`config.mk`:
```
export PLATFORM = sky130hd
export DESIGN_NAME = fpwm_timer
export DESIGN_NICKNAME = d
export VERILOG_FILES = /design/src/rtl/fpwm_pkg.sv /design/src/rtl/fpwm_prescaler.sv /design/src/rtl/fpwm_regs.sv /design/src/rtl/fpwm_counter.sv /design/src/rtl/fpwm_channel.sv /design/src/rtl/fpwm_timer.sv
export SDC_FILE = /design/constraint.sdc
export NUM_CORES = 1
export LEC_CHECK = 0
export ABC_AREA = 1
export BUFFER_PORTS_ARGS = -buffer_cell sky130_fd_sc_hd__buf_4
export CORE_MARGIN = 3
export CORE_UTILIZATION = 30
export DETAILED_ROUTE_END_ITERATION = 6
export HOLD_SLACK_MARGIN = 0.12
export PLACE_DENSITY = 0.43
export SYNTH_ARGS = -nofsm -noshare
export SYNTH_HDL_FRONTEND = slang
export SYNTH_SLANG_ARGS = --single-unit
```
`constraint.sdc`:
```
create_clock -name clk -period 6.1 [get_ports clk]
set_input_delay 0.305 -clock clk [delete_from_list [all_inputs] [get_ports clk]]
set_output_delay 0.305 -clock clk [all_outputs]
set_load 0.02 [all_outputs]
```
`src/rtl/fpwm_pkg.sv`:
```
package fpwm_pkg;

  typedef enum logic [1:0] {
    CH_OFF    = 2'd0,
    CH_TOGGLE = 2'd1,
    CH_NONINV = 2'd2,
    CH_INV    = 2'd3
  } ch_mode_e;

  localparam int ADR_CFG  = 0;
  localparam int ADR_CMPA = 1;
  localparam int ADR_CMPB = 2;
  localparam int ADR_IEN  = 3;
  localparam int ADR_FCLR = 4;

  localparam int NUM_CH = 2;

  // log2 of the division factor for clock select 1..7
  function automatic logic [3:0] div_shift(input logic [2:0] sel);
    case (sel)
      3'd2:    div_shift = 4'd3;
      3'd3:    div_shift = 4'd5;
      3'd4:    div_shift = 4'd6;
      3'd5:    div_shift = 4'd7;
      3'd6:    div_shift = 4'd8;
      3'd7:    div_shift = 4'd10;
      default: div_shift = 4'd0;
    endcase
  endfunction

endpackage

```
`src/rtl/fpwm_prescaler.sv`:
```
module fpwm_prescaler
  import fpwm_pkg::*;
#(
  parameter int PRE_W = 10
) (
  input  logic       clk,
  input  logic       rst_n,
  input  logic [2:0] sel,
  output logic       tick
);

  logic [PRE_W-1:0] pcnt;
  logic [PRE_W-1:0] limit;
  logic             at_limit;
  logic             running;

  assign running  = (sel != 3'd0);
  assign limit    = {PRE_W{1'b1}} >> (PRE_W - int'(div_shift(sel)));
  assign at_limit = (pcnt >= limit);
  assign tick     = running && at_limit;

  always_ff @(posedge clk) begin
    if (!rst_n)               pcnt <= '0;
    else if (!running || at_limit) pcnt <= '0;
    else                      pcnt <= pcnt + 1'b1;
  end

endmodule

```
`src/rtl/fpwm_regs.sv`:
```
module fpwm_regs
  import fpwm_pkg::*;
#(
  parameter int CNT_W  = 8,
  parameter int ADDR_W = 3
) (
  input  logic              clk,
  input  logic              rst_n,
  input  logic              wr_en,
  input  logic [ADDR_W-1:0] wr_addr,
  input  logic [CNT_W-1:0]  wr_data,
  input  logic              load,
  input  logic              set_flag,
  output ch_mode_e          mode_a,
  output ch_mode_e          mode_b,
  output logic              top_sel,
  output logic [2:0]        clk_sel,
  output logic [CNT_W-1:0]  cmpa_act,
  output logic [CNT_W-1:0]  cmpb_act,
  output logic              ien,
  output logic              flag
);

  logic [CNT_W-1:0] cmpa_hold, cmpb_hold;
  logic             wr_cfg, wr_cmpa, wr_cmpb, wr_ien, wr_fclr;

  assign wr_cfg  = wr_en && (wr_addr == ADDR_W'(ADR_CFG));
  assign wr_cmpa = wr_en && (wr_addr == ADDR_W'(ADR_CMPA));
  assign wr_cmpb = wr_en && (wr_addr == ADDR_W'(ADR_CMPB));
  assign wr_ien  = wr_en && (wr_addr == ADDR_W'(ADR_IEN));
  assign wr_fclr = wr_en && (wr_addr == ADDR_W'(ADR_FCLR)) && wr_data[0];

  always_ff @(posedge clk) begin
    if (!rst_n) begin
      mode_a  <= CH_OFF;
      mode_b  <= CH_OFF;
      top_sel <= 1'b0;
      clk_sel <= 3'd0;
    end else if (wr_cfg) begin
      mode_a  <= ch_mode_e'(wr_data[1:0]);
      mode_b  <= ch_mode_e'(wr_data[3:2]);
      top_sel <= wr_data[4];
      clk_sel <= wr_data[7:5];
    end
  end

  always_ff @(posedge clk) begin
    if (!rst_n) begin
      cmpa_hold <= '0;
      cmpb_hold <= '0;
    end else begin
      if (wr_cmpa) cmpa_hold <= wr_data;
      if (wr_cmpb) cmpb_hold <= wr_data;
    end
  end

  always_ff @(posedge clk) begin
    if (!rst_n) begin
      cmpa_act <= '0;
      cmpb_act <= '0;
    end else if (load) begin
      cmpa_act <= cmpa_hold;
      cmpb_act <= cmpb_hold;
    end
  end

  always_ff @(posedge clk) begin
    if (!rst_n)        ien <= 1'b0;
    else if (wr_ien)   ien <= wr_data[0];
  end

  always_ff @(posedge clk) begin
    if (!rst_n)        flag <= 1'b0;
    else if (set_flag) flag <= 1'b1;
    else if (wr_fclr)  flag <= 1'b0;
  end

endmodule

```
`src/rtl/fpwm_counter.sv`:
```
module fpwm_counter #(
  parameter int CNT_W = 8
) (
  input  logic             clk,
  input  logic             rst_n,
  input  logic             tick,
  input  logic             top_sel,
  input  logic [CNT_W-1:0] cmpa_act,
  output logic [CNT_W-1:0] cnt,
  output logic [CNT_W-1:0] top_val,
  output logic             wrap
);

  assign top_val = top_sel ? cmpa_act : {CNT_W{1'b1}};
  assign wrap    = tick && (cnt == top_val);

  always_ff @(posedge clk) begin
    if (!rst_n)     cnt <= '0;
    else if (wrap)  cnt <= '0;
    else if (tick)  cnt <= cnt + 1'b1;
  end

endmodule

```
`src/rtl/fpwm_channel.sv`:
```
module fpwm_channel
  import fpwm_pkg::*;
#(
  parameter int CNT_W = 8
) (
  input  logic             clk,
  input  logic             rst_n,
  input  logic             tick,
  input  logic             wrap,
  input  logic [CNT_W-1:0] cnt,
  input  logic [CNT_W-1:0] cmp,
  input  ch_mode_e         mode,
  output logic             pwm
);

  logic wave_q;
  logic match;

  assign match = tick && (cnt == cmp);

  always_ff @(posedge clk) begin
    if (!rst_n) wave_q <= 1'b0;
    else begin
      case (mode)
        CH_TOGGLE: if (match) wave_q <= ~wave_q;
        CH_NONINV: begin
          if (wrap)       wave_q <= 1'b1;
          else if (match) wave_q <= 1'b0;
        end
        CH_INV: begin
          if (wrap)       wave_q <= 1'b0;
          else if (match) wave_q <= 1'b1;
        end
        default: wave_q <= wave_q;
      endcase
    end
  end

  assign pwm = (mode == CH_OFF) ? 1'b0 : wave_q;

endmodule

```
`src/rtl/fpwm_timer.sv`:
```
module fpwm_timer
  import fpwm_pkg::*;
#(
  parameter int CNT_W  = 8,
  parameter int ADDR_W = 3,
  parameter int PRE_W  = 10
) (
  input  logic              clk,
  input  logic              rst_n,
  input  logic              wr_en,
  input  logic [ADDR_W-1:0] wr_addr,
  input  logic [CNT_W-1:0]  wr_data,
  output logic [CNT_W-1:0]  count,
  output logic              pwm_a,
  output logic              pwm_b,
  output logic              ovf_flag,
  output logic              irq
);

  ch_mode_e         mode_a, mode_b;
  logic             top_sel, ien, tick, wrap;
  logic [2:0]       clk_sel;
  logic [CNT_W-1:0] cmpa_act, cmpb_act, top_val;

  ch_mode_e         ch_mode [NUM_CH];
  logic [CNT_W-1:0] ch_cmp  [NUM_CH];
  logic [NUM_CH-1:0] ch_out;

  fpwm_prescaler #(.PRE_W(PRE_W)) u_pre (
    .clk(clk), .rst_n(rst_n), .sel(clk_sel), .tick(tick)
  );

  fpwm_regs #(.CNT_W(CNT_W), .ADDR_W(ADDR_W)) u_regs (
    .clk(clk), .rst_n(rst_n), .wr_en(wr_en), .wr_addr(wr_addr),
    .wr_data(wr_data), .load(wrap), .set_flag(wrap),
    .mode_a(mode_a), .mode_b(mode_b), .top_sel(top_sel), .clk_sel(clk_sel),
    .cmpa_act(cmpa_act), .cmpb_act(cmpb_act), .ien(ien), .flag(ovf_flag)
  );

  fpwm_counter #(.CNT_W(CNT_W)) u_cnt (
    .clk(clk), .rst_n(rst_n), .tick(tick), .top_sel(top_sel),
    .cmpa_act(cmpa_act), .cnt(count), .top_val(top_val), .wrap(wrap)
  );

  assign ch_mode[0] = mode_a;
  assign ch_mode[1] = mode_b;
  assign ch_cmp[0]  = cmpa_act;
  assign ch_cmp[1]  = cmpb_act;

  for (genvar g = 0; g < NUM_CH; g++) begin : g_ch
    fpwm_channel #(.CNT_W(CNT_W)) u_ch (
      .clk(clk), .rst_n(rst_n), .tick(tick), .wrap(wrap), .cnt(count),
      .cmp(ch_cmp[g]), .mode(ch_mode[g]), .pwm(ch_out[g])
    );
  end

  assign pwm_a = ch_out[0];
  assign pwm_b = ch_out[1];
  assign irq   = ien && ovf_flag;

endmodule

```
==> summary.md <==
| Metric | Value |
|---|---|
| Fill cells | 1214 |
| Remaining DRCs | 0 |
| Largest delay contributor family on the critical path | simple AND/OR/NAND/NOR gates |
| CP bufs+invs | 5 |
| R2R cell count | 21 |
| Final Hold Fails | 0 |
| Worst Tran Pin Value | 0.708 ns |
| Seq/Total Area, Yosys | 0.367 |
| Crit path launch type | flop |
| Leakage | 1.70 nW |
| Synthesized area | 3380 µm² |
| Internal reg-to-reg setup slack | 2.69 ns |
| Via count | 3254 |
| Final period util | 0.560 |
| Layout cells sized above 1 | 0.101 |
| Detailed Route WL | 9430 µm |
| DP Area | 3690 µm² |
| I/O Buffers | 25 |
| Buffer levels on the longest clock path | 2 |
| Setup Buffers After CTS | 0 |
| Ys async rst share | 0 |
| Final nets | 576 |
| Max_cap viols | 0 |
| Num ports | 26 |
| Crit end category | flop |
| Die Y | 112 µm |
| Slew Limit Fails | 0 |
| CP required | 6.33 ns |
| Vias in the first global route | 3104 |
| First-pass iteration count of the detailed router | 4 |
| ANT cells | 0 |
| Crit. path cell count | 21 |
| Overflow after GRT | 0 |
| Worst relative slew slack | 0.524 |
| Clock Tree Root | clkbuf_16 |
| Min Tclk post-route | 3.41 ns |
| Top post-synthesis cells by area | dfxtp_1 (37%), nor2_1 (13%), nand2_1 (13%) |
| Most common cell in the synthesized netlist | nor2_1 |
| Vias per cell | 4.69 |
| Clock skew | 0.00487 ns |
| # clock sinks | 62 |
| Area Growth Syn to Fin | 19.1% |
| Htree depth | 3 |
| Worst vdd ir | 0.000125 V |
| Register bit total from synthesis | 62 |
| Distinct cells, synth | 33 |
| Routed len/inst | 13.6 µm |
| Multi-input gate area | 1850 µm² |
| Clk pin slew, worst setup/hold paths | 0.06 ns |
| Setup Crit Path Kind | flop to flop |
| HP Start | wr_data[4] |
| CP startpoint | u_regs.clk_sel[1] |
| Worst-Skew Late Latency | 0.33 ns |
| CP arrival | 3.65 ns |
| Commonest register cell after synthesis | dfxtp_1 |
| CP dominant cell by count | nor2_1 |
| Cells after DPL | 678 |
| Commonest cells post-synth | nor2_1 (120), nand2_1 (113), dfxtp_1 (62), inv_1 (56), o21ai_0 (42) |
| Dpl hpwl | 7120 µm |
| RePlAce Congestion | 0.829 |
| Mapped Cells | 525 |
| Status | finished, final reports clean |
| EDFF count, synth | 0 |
| Area leader, netlist | dfxtp_1 |
| Die X-Extent | 112 µm |
| Die Area | 12600 µm² |
| FF-to-FF Start | u_regs.clk_sel[1] |
| Hold Path Class | input pin to flop |
| Synth top area share | 0.367 |
| Total global routing track utilization | 0.158 |
| Drt first-iter violations | 209 |
| Syn_nets | 552 |
| Cts repair resizes | 0 |
| R2r endpoint | u_regs.cmpb_act[1] |
| CP Max Fanout | 18 |
| Largest net degree at the start of global routing | 46 |
| Final cell count without fillers | 694 |
| Synth warn | 0 |
| Cts hold-fix bufs | 0 |
| ANT nets after route | 0 |
| Initial antenna violation count | 0 |
| Starting Density | 0.309 |
| CP max stage delay | 0.33 ns |
| First-pass GRT wire length | 15800 µm |
| Core area | 10900 µm² |
| Area occupied by registers | 1240 µm² |
| RSZ-0062 raised after global routing | false |
| CTS tree | yes |
| CP Capture Point | u_regs.cmpb_act[1] |
| Crit-path cells | nor2_1 -> clkinv_1 -> nand3b_1 -> nand2_1 -> ha_1 -> inv_1 -> xor2_1 -> nor2_1 -> nor2_1 -> inv_1 -> ha_1 -> o21ai_0 -> nand2_1 -> nand3_1 -> nand3_2 -> nand2_2 -> inv_2 -> nand2_4 -> inv_4 -> nor2_1 -> nor2_1 |
| Fmax | 0.293 GHz |
| Final non-filler cell area | 4030 µm² |
| Total negative slack | 0 ns |
| PD cells | 270 nW/µm² |
| Row cnt | 38 |
| Synth Area per Inst | 6.45 µm² |
| Total CTS buffers | 9 |
| CP max-delay cell | dfxtp_1 |
| Power, Total | 1.09 mW |
| Final setup fails | 0 |
## metrics by stage
stage,worst slack (ns),util,hold WS (ns)
finish,2.69,0.369,0.219
global route,2.15,0.369,0.239
CTS,2.67,0.369,0.213
detailed placement,2.69,0.337,0.439
global placement,2.77,0.337,0.434
floorplan,3.22,-,0.424
## cell type report
class | count | area share
multi-input combinational | 389 | 0.458
sequential | 62 | 0.308
inverter | 62 | 0.0583
clock buffer | 9 | 0.0558
timing repair buffer | 25 | 0.0465
tap | 140 | 0.0434
clock inverter | 7 | 0.0301
## power by group
group / switching, mW / internal, mW / leakage [nW]
logic: 0.0474 / 0.0253 / 1.04
registers: 0.00765 / 0.412 / 0.501
clock network: 0.197 / 0.400 / 0.158
total: 0.253 / 0.838 / 1.70
## flip-flops by register name, indices dropped and copies added, names as in the netlist, 2 cells and up
name and flops:
u_regs.cmpb_act 8, u_cnt.cnt 8, u_regs.clk_sel 3, u_regs.cmpa_act 8
u_regs.mode_b 2, g_ch.u_ch.wave_q 2, u_regs.cmpb_hold 8, u_regs.cmpa_hold 8
u_pre.pcnt 10, u_regs.mode_a 2
## worst min path at each step
| stage | end | slack, ns | cells after the start |
|---|---|---|---|
| final | u_regs.cmpb_hold[4] | 0.22 | 3 |
| after global routing | u_regs.cmpb_hold[5] | 0.24 | 3 |
| after CTS | u_regs.cmpb_hold[4] | 0.21 | 3 |
| after detailed placement | u_regs.ien | 0.44 | 2 |
| after global placement | u_regs.ien | 0.43 | 2 |
| after floorplan | u_regs.ien | 0.42 | 2 |
## worst min-delay path, stage by stage
cell and delay, ns:
buf_4 0.09, nor2_1 0.04, nor2_1 0.08
## per-layer routing
metal | vias up | GRT usage | wire [µm]
li1 | 1729 | - | -
met1 | 1447 | 0.208 | 4570
met2 | 67 | 0.255 | 4290
met3 | 11 | 0.0340 | 412
met4 | 0 | 0.0601 | 167
met5 | - | 0 | 0
## cell families (layout without fill, tap and decap cells)
group	Yosys count	after routing	share of synthesized area
AOI/OAI and AO/OA	80	80	0.122
xor gates and xnor gates	7	7	0.0181
adders and majority gates	13	13	0.0481
buffers and inverters	74	103	0.0876
DFF	62	62	0.367
and+or+nand+nor	289	289	0.357
## placed cells by master, fill, tap and decap left out, types with 2 or more instances in the layout
| master | count |
|---|---|
| buf_4 | 25 |
| nor2_1 | 120 |
| inv_1 | 56 |
| a21oi_1 | 19 |
| inv_2 | 4 |
| o21ai_1 | 13 |
| xor2_1 | 5 |
| clkinvlp_4 | 3 |
| nand3b_1 | 2 |
| or2_2 | 4 |
| a31oi_1 | 2 |
| xnor2_1 | 2 |
| nand2_1 | 113 |
| ha_1 | 13 |
| clkbuf_16 | 9 |
| nand4_1 | 11 |
| nand3_1 | 24 |
| nor3_1 | 6 |
| nor3b_1 | 4 |
| bufinv_16 | 3 |
| o21ai_0 | 42 |
| dfxtp_1 | 62 |
No activity file was read; power rests on OpenSTA's default activity.
